`config.mk`:
```
export PLATFORM = sky130hd
export DESIGN_NAME = skip_counter
export DESIGN_NICKNAME = d
export VERILOG_FILES = /design/src/rtl/skipcnt_pkg.sv /design/src/rtl/skipcnt_decode.sv /design/src/rtl/skipcnt_step.sv /design/src/rtl/skipcnt_reg.sv /design/src/rtl/skip_counter.sv
export SDC_FILE = /design/constraint.sdc
export NUM_CORES = 1
export LEC_CHECK = 0
export CORE_AREA = 3 3 40 42
export DETAILED_ROUTE_END_ITERATION = 7
export DIE_AREA = 0 0 43 45
export HOLD_SLACK_MARGIN = 0.03
export PLACE_DENSITY = 0.51
export SYNTH_ARGS = -nofsm -noshare
export SYNTH_HDL_FRONTEND = slang
export SYNTH_SLANG_ARGS = --single-unit
```
`constraint.sdc`:
```
create_clock -name clk -period 1.45 [get_ports clk]
set_input_delay 0.29 -clock clk [delete_from_list [all_inputs] [get_ports clk]]
set_output_delay 0.29 -clock clk [all_outputs]
set_load 0.02 [all_outputs]
```
`src/rtl/skipcnt_pkg.sv`:
```
package skipcnt_pkg;

    localparam int CNT_W   = 3;
    localparam int SKIP_LO = 3;
    localparam int SKIP_HI = 4;

    typedef logic [CNT_W-1:0] count_t;

    typedef enum logic [1:0] {
        MODE_HOLD = 2'b00,
        MODE_LOAD = 2'b01,
        MODE_UP   = 2'b10,
        MODE_DOWN = 2'b11
    } mode_e;

    typedef struct packed {
        logic en;
        logic ld;
        logic dn;
    } core_ctrl_t;

    // increment that jumps over the skipped band (and off it)
    function automatic count_t skip_inc(input count_t v);
        if (v >= count_t'(SKIP_LO - 1) && v <= count_t'(SKIP_HI))
            return count_t'(SKIP_HI + 1);
        return v + count_t'(1);
    endfunction

    // decrement that jumps over the skipped band (and off it)
    function automatic count_t skip_dec(input count_t v);
        if (v >= count_t'(SKIP_LO) && v <= count_t'(SKIP_HI + 1))
            return count_t'(SKIP_LO - 1);
        return v - count_t'(1);
    endfunction

endpackage

```
`src/rtl/skipcnt_decode.sv`:
```
module skipcnt_decode
    import skipcnt_pkg::*;
(
    input  logic [1:0] sel,
    output core_ctrl_t ctrl
);
    mode_e mode;

    always_comb begin
        mode = mode_e'(sel);
        ctrl = '0;
        unique case (mode)
            MODE_HOLD: ctrl = '{en: 1'b0, ld: 1'b0, dn: 1'b0};
            MODE_LOAD: ctrl = '{en: 1'b1, ld: 1'b1, dn: 1'b0};
            MODE_UP:   ctrl = '{en: 1'b1, ld: 1'b0, dn: 1'b0};
            MODE_DOWN: ctrl = '{en: 1'b1, ld: 1'b0, dn: 1'b1};
            default:   ctrl = '0;
        endcase
    end
endmodule

```
`src/rtl/skipcnt_step.sv`:
```
module skipcnt_step
    import skipcnt_pkg::*;
(
    input  count_t     cur,
    input  count_t     load_val,
    input  core_ctrl_t ctrl,
    output count_t     nxt
);
    count_t up_val;
    count_t dn_val;

    always_comb begin
        up_val = skip_inc(cur);
        dn_val = skip_dec(cur);
        if (!ctrl.en)
            nxt = cur;
        else if (ctrl.ld)
            nxt = load_val;
        else if (ctrl.dn)
            nxt = dn_val;
        else
            nxt = up_val;
    end
endmodule

```
`src/rtl/skipcnt_reg.sv`:
```
module skipcnt_reg
    import skipcnt_pkg::*;
(
    input  logic   clk,
    input  logic   rst,
    input  count_t d,
    output count_t q
);
    always_ff @(posedge clk or posedge rst) begin
        if (rst)
            q <= '0;
        else
            q <= d;
    end
endmodule

```
`src/rtl/skip_counter.sv`:
```
module skip_counter
    import skipcnt_pkg::*;
(
    input  logic       clk,
    input  logic       rst,
    input  logic [1:0] sel,
    input  logic [2:0] din,
    output logic [2:0] q
);
    core_ctrl_t ctrl;
    count_t     nxt;
    count_t     cnt;

    skipcnt_decode u_dec (
        .sel  (sel),
        .ctrl (ctrl)
    );

    skipcnt_step u_step (
        .cur      (cnt),
        .load_val (count_t'(din)),
        .ctrl     (ctrl),
        .nxt      (nxt)
    );

    skipcnt_reg u_reg (
        .clk (clk),
        .rst (rst),
        .d   (nxt),
        .q   (cnt)
    );

    assign q = cnt;
endmodule

```
==> results of run 1 <==
-- final timing paths --
path | from | end | cells past startpoint
setup / recovery | u_reg.q[1] | u_reg.q[2] | 4
hold / removal | rst | u_reg.q[0] | 2
setup reg to reg | u_reg.q[1] | u_reg.q[2] | 4
hold reg to reg | u_reg.q[0] | u_reg.q[0] | 2
max in group asynchronous | rst | u_reg.q[1] | 2
min in group clk | din[1] | u_reg.q[1] | 3
-- layer usage --
metal	global-route usage [%]	vias up	part of all wire, %
li1	-	163	-
met1	10.87	144	42
met2	13.17	7	51
met3	4.781	0	6.7
met4	1.807	0	0
met5	0	-	0
-- layout by cell type (no fill, tap or decap), drive strengths merged, types with 2 or more instances in the layout --
| master | n |
|---|---|
| dfrtp | 3 |
| mux2i | 4 |
| a211o | 2 |
| ha | 3 |
| o21ai | 2 |
| dlygate4sd2 | 3 |
| a21oi | 3 |
| buf | 7 |
| clkdlybuf4s50 | 6 |
| clkbuf | 4 |
| inv | 6 |
-- stage by stage --
stage | power [mW] | setup WS (ps)
floorplan | 0.4072 | 31.78
global placement | 0.5547 | -97.26
detailed placement | 0.5454 | -102.3
CTS | 0.6875 | 0.6284
global route | 0.8689 | -40.69
finish | 0.7879 | 16.21
-- power by group through the flow --
| stage | combinational [mW] | clock, mW | sequential, mW |
|---|---|---|---|
| floorplan | 0.216 | 0 | 0.191 |
| global placement | 0.385 | 0 | 0.170 |
| detailed placement | 0.379 | 0 | 0.166 |
| CTS | 0.361 | 0.162 | 0.164 |
| global route | 0.522 | 0.176 | 0.171 |
| finish | 0.467 | 0.154 | 0.167 |
-- timing repair --
item / 4_1_cts / 5_1_grt
pin swaps: 0 / 6
buffers inserted: 0 / 4
setup endpoints to repair: 4 / 3
resized for setup: 3 / 5
-- kinds of logic (layout without fill, tap and decap cells) --
group           count (synthesis)  after routing  synth area share [%]
flops                           3              3                 24.69
compound gates                 11             11                 25.52
simple gates                    5              5                 11.52
buf+inv                         8             26                 12.75
mux                             4              4                 13.17
fa+ha+maj                       3              3                 12.35
-- final cells by class --
| class | count | area share, % |
|---|---|---|
| Clock buffer | 4 | 5.198 |
| Inverter | 6 | 4.455 |
| Multi-Input combinational cell | 23 | 43.81 |
| Sequential cell | 3 | 15.35 |
| Tap cell | 15 | 3.713 |
| Timing Repair Buffer | 16 | 27.48 |
==> results.txt, run 1 <==
The number of clock sinks was 3. Setup repair after global routing could not meet its margin everywhere. The number of antenna violations at the first check in global routing was 0; the sum of negative setup slack was 0 ps. The run gives 63 as the layout net count. The proportion of netlist area held by the largest area contributor was 24.69%. The run gives 3 as the total clock buffers created by CTS.

The headroom to the max-slew limit was 83.08%; the maximum fanout along the worst path was 6. The clock slew at the register clock pins of the worst setup and hold paths came out at 40 ps. The die boundary height works out to 45 um.

0 antenna diodes ended up in the layout. The top-level I/O count was 10; the number of rows in the core area was 13. The number of library cell types mapped by synthesis is 19. The longest clock path from root to sink contains 2 buffers. The detailed placement HPWL is 576.4 um.

At the pin with the least slew margin, the transition time is 253.8 ps. Summed over all layers, the routed wires come to 805 um. For this run, the detailed router's first-pass iteration total came to 3. The layout has 137 filler cells. The minimum period implied by the final worst setup slack was 1434 ps. The number of failing setup endpoints in the final timing report came out at 0. In this design, the largest share of critical-path delay is due to flip-flops. The count of input and output buffers was 9; the placed instance area was 421.7 sq um. After synthesis the netlist holds a flip-flop and latch count of 3. The combinational fraction of design power was 59.3%.

Across all layers, the routed design uses 314 vias. The worst setup path is launched from a flop. The worst path required time was 1630 ps; the internal power was 0.4720 mW. TritonCTS built the clock tree. The worst endpoint data arrival time is 1610 ps, and the initial DRC count is 3.

The core utilization of the finished layout was 39.34%; the flip-flop and latch area was 77.57 sq um. The number of hold violations in the final report came out at 0. Counting flops per register, the top entry is u_reg.q. The tightest min-delay check is of the primary input to asynchronous set/reset pin type.

In this run, flip-flops and latches consume 21.2% of the power. In the routed design, unresolved DRC markers number 0. Max-cap violations in this run came to 0.

The signal on the critical path passes through buf_4 -> or3b_1 -> a311oi_2 -> a211o_2. The die is 43 um wide. The flip-flop count of the largest register, all copies and words added was 3; the number of non-filler instances in the completed layout was 67. From synthesis to final layout, the design area changed by 66.25%. By startpoint and endpoint, the worst setup path is classified as flop to flop. The run gives 8 as the pin count of the biggest net entering global routing.

The number of slew-limit violations in the final report is 0, and the leakage power is 0.2323 nW. The top achievable clock speed was 697.5 MHz. The largest registers in the layout are u_reg.q x3.

For this run, the leading register cell type out of synthesis is dfrtp_1. In the synthesized netlist, the number of instances is 34. The number of routed nets with antenna violations came out at 0.

Total buffers and inverters traversed by the critical path: 1. The mean instance size in the synthesized netlist was 8.942 sq um; the multi-input combinational cell area was 221.5 sq um. Summed over all instances, the cell type with the most area after synthesis is dfrtp_1.

IR analysis of the VDD net gives a maximum drop of 0.0005815 V. The tree is rooted in a clkbuf_4. The run finished with clean final reports. The number of global-route vias before repair is 294, and the slack of the worst reg-to-reg path is 20 ps.

STA classifies the critical path endpoint as a flop. The post-detailed-route wirelength per cell is 12.01 um, and the floorplan die area is 0.001935 sq mm. Yosys attributes the largest share of cell area to dfrtp_1 (25%), mux2i_1 (13%), ha_1 (12%).

Yosys mapped a number of flops with a built-in enable equal to 0. Yosys instantiated no cell more often than inv_1. The share of the clock period used by the worst path after layout is 98.88%, and the fraction of final layout cells sized beyond drive strength 1 is 30.77%. The tools report the clock latency at the later pin of the worst-skew pair as 240 ps. The logs give 225.7 ps for the worst slack on hold paths and 0 for the total overflow reported by the global router. In the synthesized netlist the async set-or-reset flop fraction comes to 100.0%.

The mean number of vias per cell is 4.687, and the count of hold buffers inserted by post-cts repair is 0. In this run the power spent charging and discharging nets is 0.3159 mW. Summing every instance area after synthesis gives 304.0 sq um. Sequential fraction of the synthesis area: 24.69%. The initial utilization of the core area, before any placement, comes to 23.66%. The maximum cell stage delay along the critical path is 450 ps, and the H-tree depth is 1.

Per report_power, the clock group accounts for 19.5% of the total. The global-route wire length before repair is 1.228 mm. The power per cell area was 1559 mW/mm^2; the Yosys warning count was 0. Total instance count after detailed placement: 59. Across the routed clock network, the largest skew measured is 2.352 ps. For the total non-filler cell area in the finished layout, the log shows 505.5 sq um. The commonest cells after synthesis are inv_1 (6), mux2i_1 (4), a21oi_1 (3), dfrtp_1 (3), ha_1 (3).

Counting every net in the synthesized netlist gives 44. Net switching is 40.09% of the power. Global routing consumed, over all layers together, 8.667% of the routing resources. The congestion estimate from routability-driven global placement came to 0.8253. The core region is 0.001285 sq mm.

For this design, the slowest cell found on the critical path is dfrtp_2.
Power figures use the tool's default switching activity.
==> inputs of run 2 (changes only) <==
--- a/config.mk
+++ b/config.mk
@@ -5,9 +5,10 @@
 export SDC_FILE = /design/constraint.sdc
 export NUM_CORES = 1
 export LEC_CHECK = 0
-export CORE_AREA = 3 3 40 42
+export CORE_AREA = 4 4 41 43
+export CTS_CLUSTER_SIZE = 12
 export DETAILED_ROUTE_END_ITERATION = 7
-export DIE_AREA = 0 0 43 45
+export DIE_AREA = 0 0 45 47
 export HOLD_SLACK_MARGIN = 0.03
 export PLACE_DENSITY = 0.51
 export SYNTH_ARGS = -nofsm -noshare
==> results.txt, run 2 (same netlist as run 1, synthesis figures left out) <==
In the final routed layout, each cell accounts on average for 13.06 um. Among the stages of the critical path, the cell type that occurs most often is ha_4. Registers take 77.57 sq um.

The final layout contains routed wiring with a total length of 888 um. In this run the power density over the cells is 1560 mW/mm^2. The maximum fanout along the worst path was 6. The congestion estimate from routability-driven global placement came to 0.7709.

Startpoint type of the worst setup path: a flop. Hold timing on the final database bottoms out at a slack of 245.1 ps. Pin placement for this block handled 10 I/O pins. The tools report the clock tree skew after final layout as 0.3118 ps.

The root buffer cell chosen for the clock tree is clkbuf_4. In this run the critical register-to-register path is launched from u_reg.q[1]. The routed via count is 324. The analysis attributes to cell leakage a power of 0.2369 nW.

Headroom to the max-slew limit came out at 83.60%. The layout net count is 64, and the number of hold violations in the final report is 0. The flip-flop count of the largest register, all copies and words added came out at 3.

Using the TritonRoute via totals, the vias-per-cell ratio works out to 4.765. The final critical path takes up 99.84% of the cycle. The total instance count after detailed placement came out at 62. The library cell used most frequently in the layout, excluding fill and tap cells, is buf_4. For the first-pass iteration count of the detailed router, the log shows 4. Number of failing setup endpoints in the final timing report: 0. The signal on the critical path passes through ha_4 -> ha_4 -> a211o_1 -> o211ai_1 -> a32oi_1. The run gives 0 as the number of routed nets with antenna violations. The maximum VDD drop was 0.0008800 V; the starting density of the core was 23.37%. During placement, the flow inserted port buffers numbering 9.

Number of slew-limit violations in the final report: 0. The all-layer global routing usage is 8.531%. TritonCTS built the clock tree. In this run the core area contains 13 standard-cell rows.

Setup repair after global routing could not meet its margin everywhere. The total clock buffers created by CTS is 3, and the worst endpoint data arrival time is 1550 ps. The clock period could shrink to 1448 ps.

The H-tree depth is 1. The tools report the top achievable clock speed as 690.8 MHz. STA classifies the critical path endpoint as a flop. The core region is 0.001301 sq mm. Max-cap violations in this run came to 0. The slack of the worst reg-to-reg path was 2 ps. The run finished with clean final reports. The top cell types in the final layout, fill and taps aside, are buf_4 (9), inv_1 (6), clkdlybuf4s50_1 (6), mux2i_1 (4), clkbuf_4 (3). The die boundary height was 47 um; the initial DRC count was 3. Number of antenna violations at the first check in global routing: 0.

The first global-routing pass estimated 1.297 mm of wire. The design draws 0.8062 mW. Once layout is complete, the utilization of the core stands at 39.71%.

Horizontal die dimension: 45 um. In the routed design, unresolved DRC markers number 0. The number of global-route vias before repair was 324; the number of cells on the worst reg-to-reg path was 5. The count of antenna diodes in the layout is 0. The clock slew at the register clock pins of the worst setup and hold paths is 40 ps. The total overflow left after global routing is 0. The path class of the tightest hold or removal check is primary input to asynchronous set/reset pin. The die covers 0.002115 sq mm.

The signed area change from the synthesized netlist to the final layout is 69.96%. The maximum cell stage delay along the critical path is 450 ps, and the number of non-filler instances in the completed layout is 68. The wire-length estimate of the detail-placed layout is 561.2 um. Entering global routing, the biggest net connects 8 pins. The tools report the count of hold buffers inserted by post-cts repair as 0. The layout has 142 filler cells. The slowest stage of the critical path belongs to the cell dfrtp_2. The launch point of the worst path was u_reg.q[1]. In the final layout, the registers with the most flip-flops are u_reg.q x3. At the worst endpoint, the required time is 1550 ps. The logs give 225.2 sq um for the multi-input combinational cell area and 3 for the number of clock sinks. The clock latency at the later pin of the worst-skew pair came out at 230 ps.

The transition at the pin with the smallest max-transition slack was 245.2 ps. The type of the worst setup path was flop to flop. In the final layout, the share of cells above drive strength 1 is 35.85%.

The tools report the maximum buffer depth of the clock tree as 2. Counting flops per register, the top entry is u_reg.q. The worst flop-to-flop path endpoint was u_reg.q[1].
-- run 2: changes by cell type in the layout (fill, tap and decap cells not counted), sizes merged --
cell	change
buf	+2
dlygate4sd2	-2
clkdlybuf4s15	+1
-- run 2: power breakdown --
part	switching, mW	internal [mW]	total [mW]
Combinational	0.234	0.255	0.489
Clock	0.0466	0.103	0.150
Sequential	0.0508	0.117	0.167
-- run 2: area by class of cell --
cell class / instances / share of cell area [%]
Sequential cell: 3 / 15.01
Clock buffer: 4 / 5.085
Tap cell: 15 / 3.632
Multi-Input combinational cell: 23 / 43.58
Inverter: 6 / 4.358
Timing Repair Buffer: 17 / 28.33
-- run 2: worst max-delay path: cells and delay by family (launching register included) --
kind / cells / cell delay, ps
AOI/OAI and AO/OA: 3 / 530
DFF: 1 / 450
adders and majority gates: 2 / 330
-- run 2: how the worst max path moves through the flow --
stage                  to  slack, ps
6_report       u_reg.q[1]          2
5_1_grt        u_reg.q[1]        -50
4_1_cts        u_reg.q[1]         20
3_5_place_dp   u_reg.q[2]        -90
2_1_floorplan  u_reg.q[2]         30
3_3_place_gp   u_reg.q[2]        -90
-- run 2: per-stage QoR --
stage / area [sq um] / worst slack [ps] / setup TNS, ps
3_3_place_gp: 444.2 / -90.68 / -166.2
3_5_place_dp: 444.2 / -90.36 / -235.4
4_1_cts: 474.2 / 15.65 / 0
6_report: 516.7 / 2.378 / 0
5_1_grt: 516.7 / -48.00 / -62.50
2_1_floorplan: 306.5 / 31.78 / 0
-- run 2: timing repair --
| item | CTS | global route |
|---|---|---|
| buffers inserted | 1 | 1 |
| setup endpoints to repair | 4 | 2 |
| resized for setup | 3 | 9 |
| pin swaps | 0 | 5 |
-- run 2: routing by layer --
layer	part of all wire [%]	up-vias	track usage, %
met3	3.2	0	3.448
met5	0	-	0
met1	46	156	11.59
met2	51	6	12.71
met4	0	0	1.754
li1	-	162	-
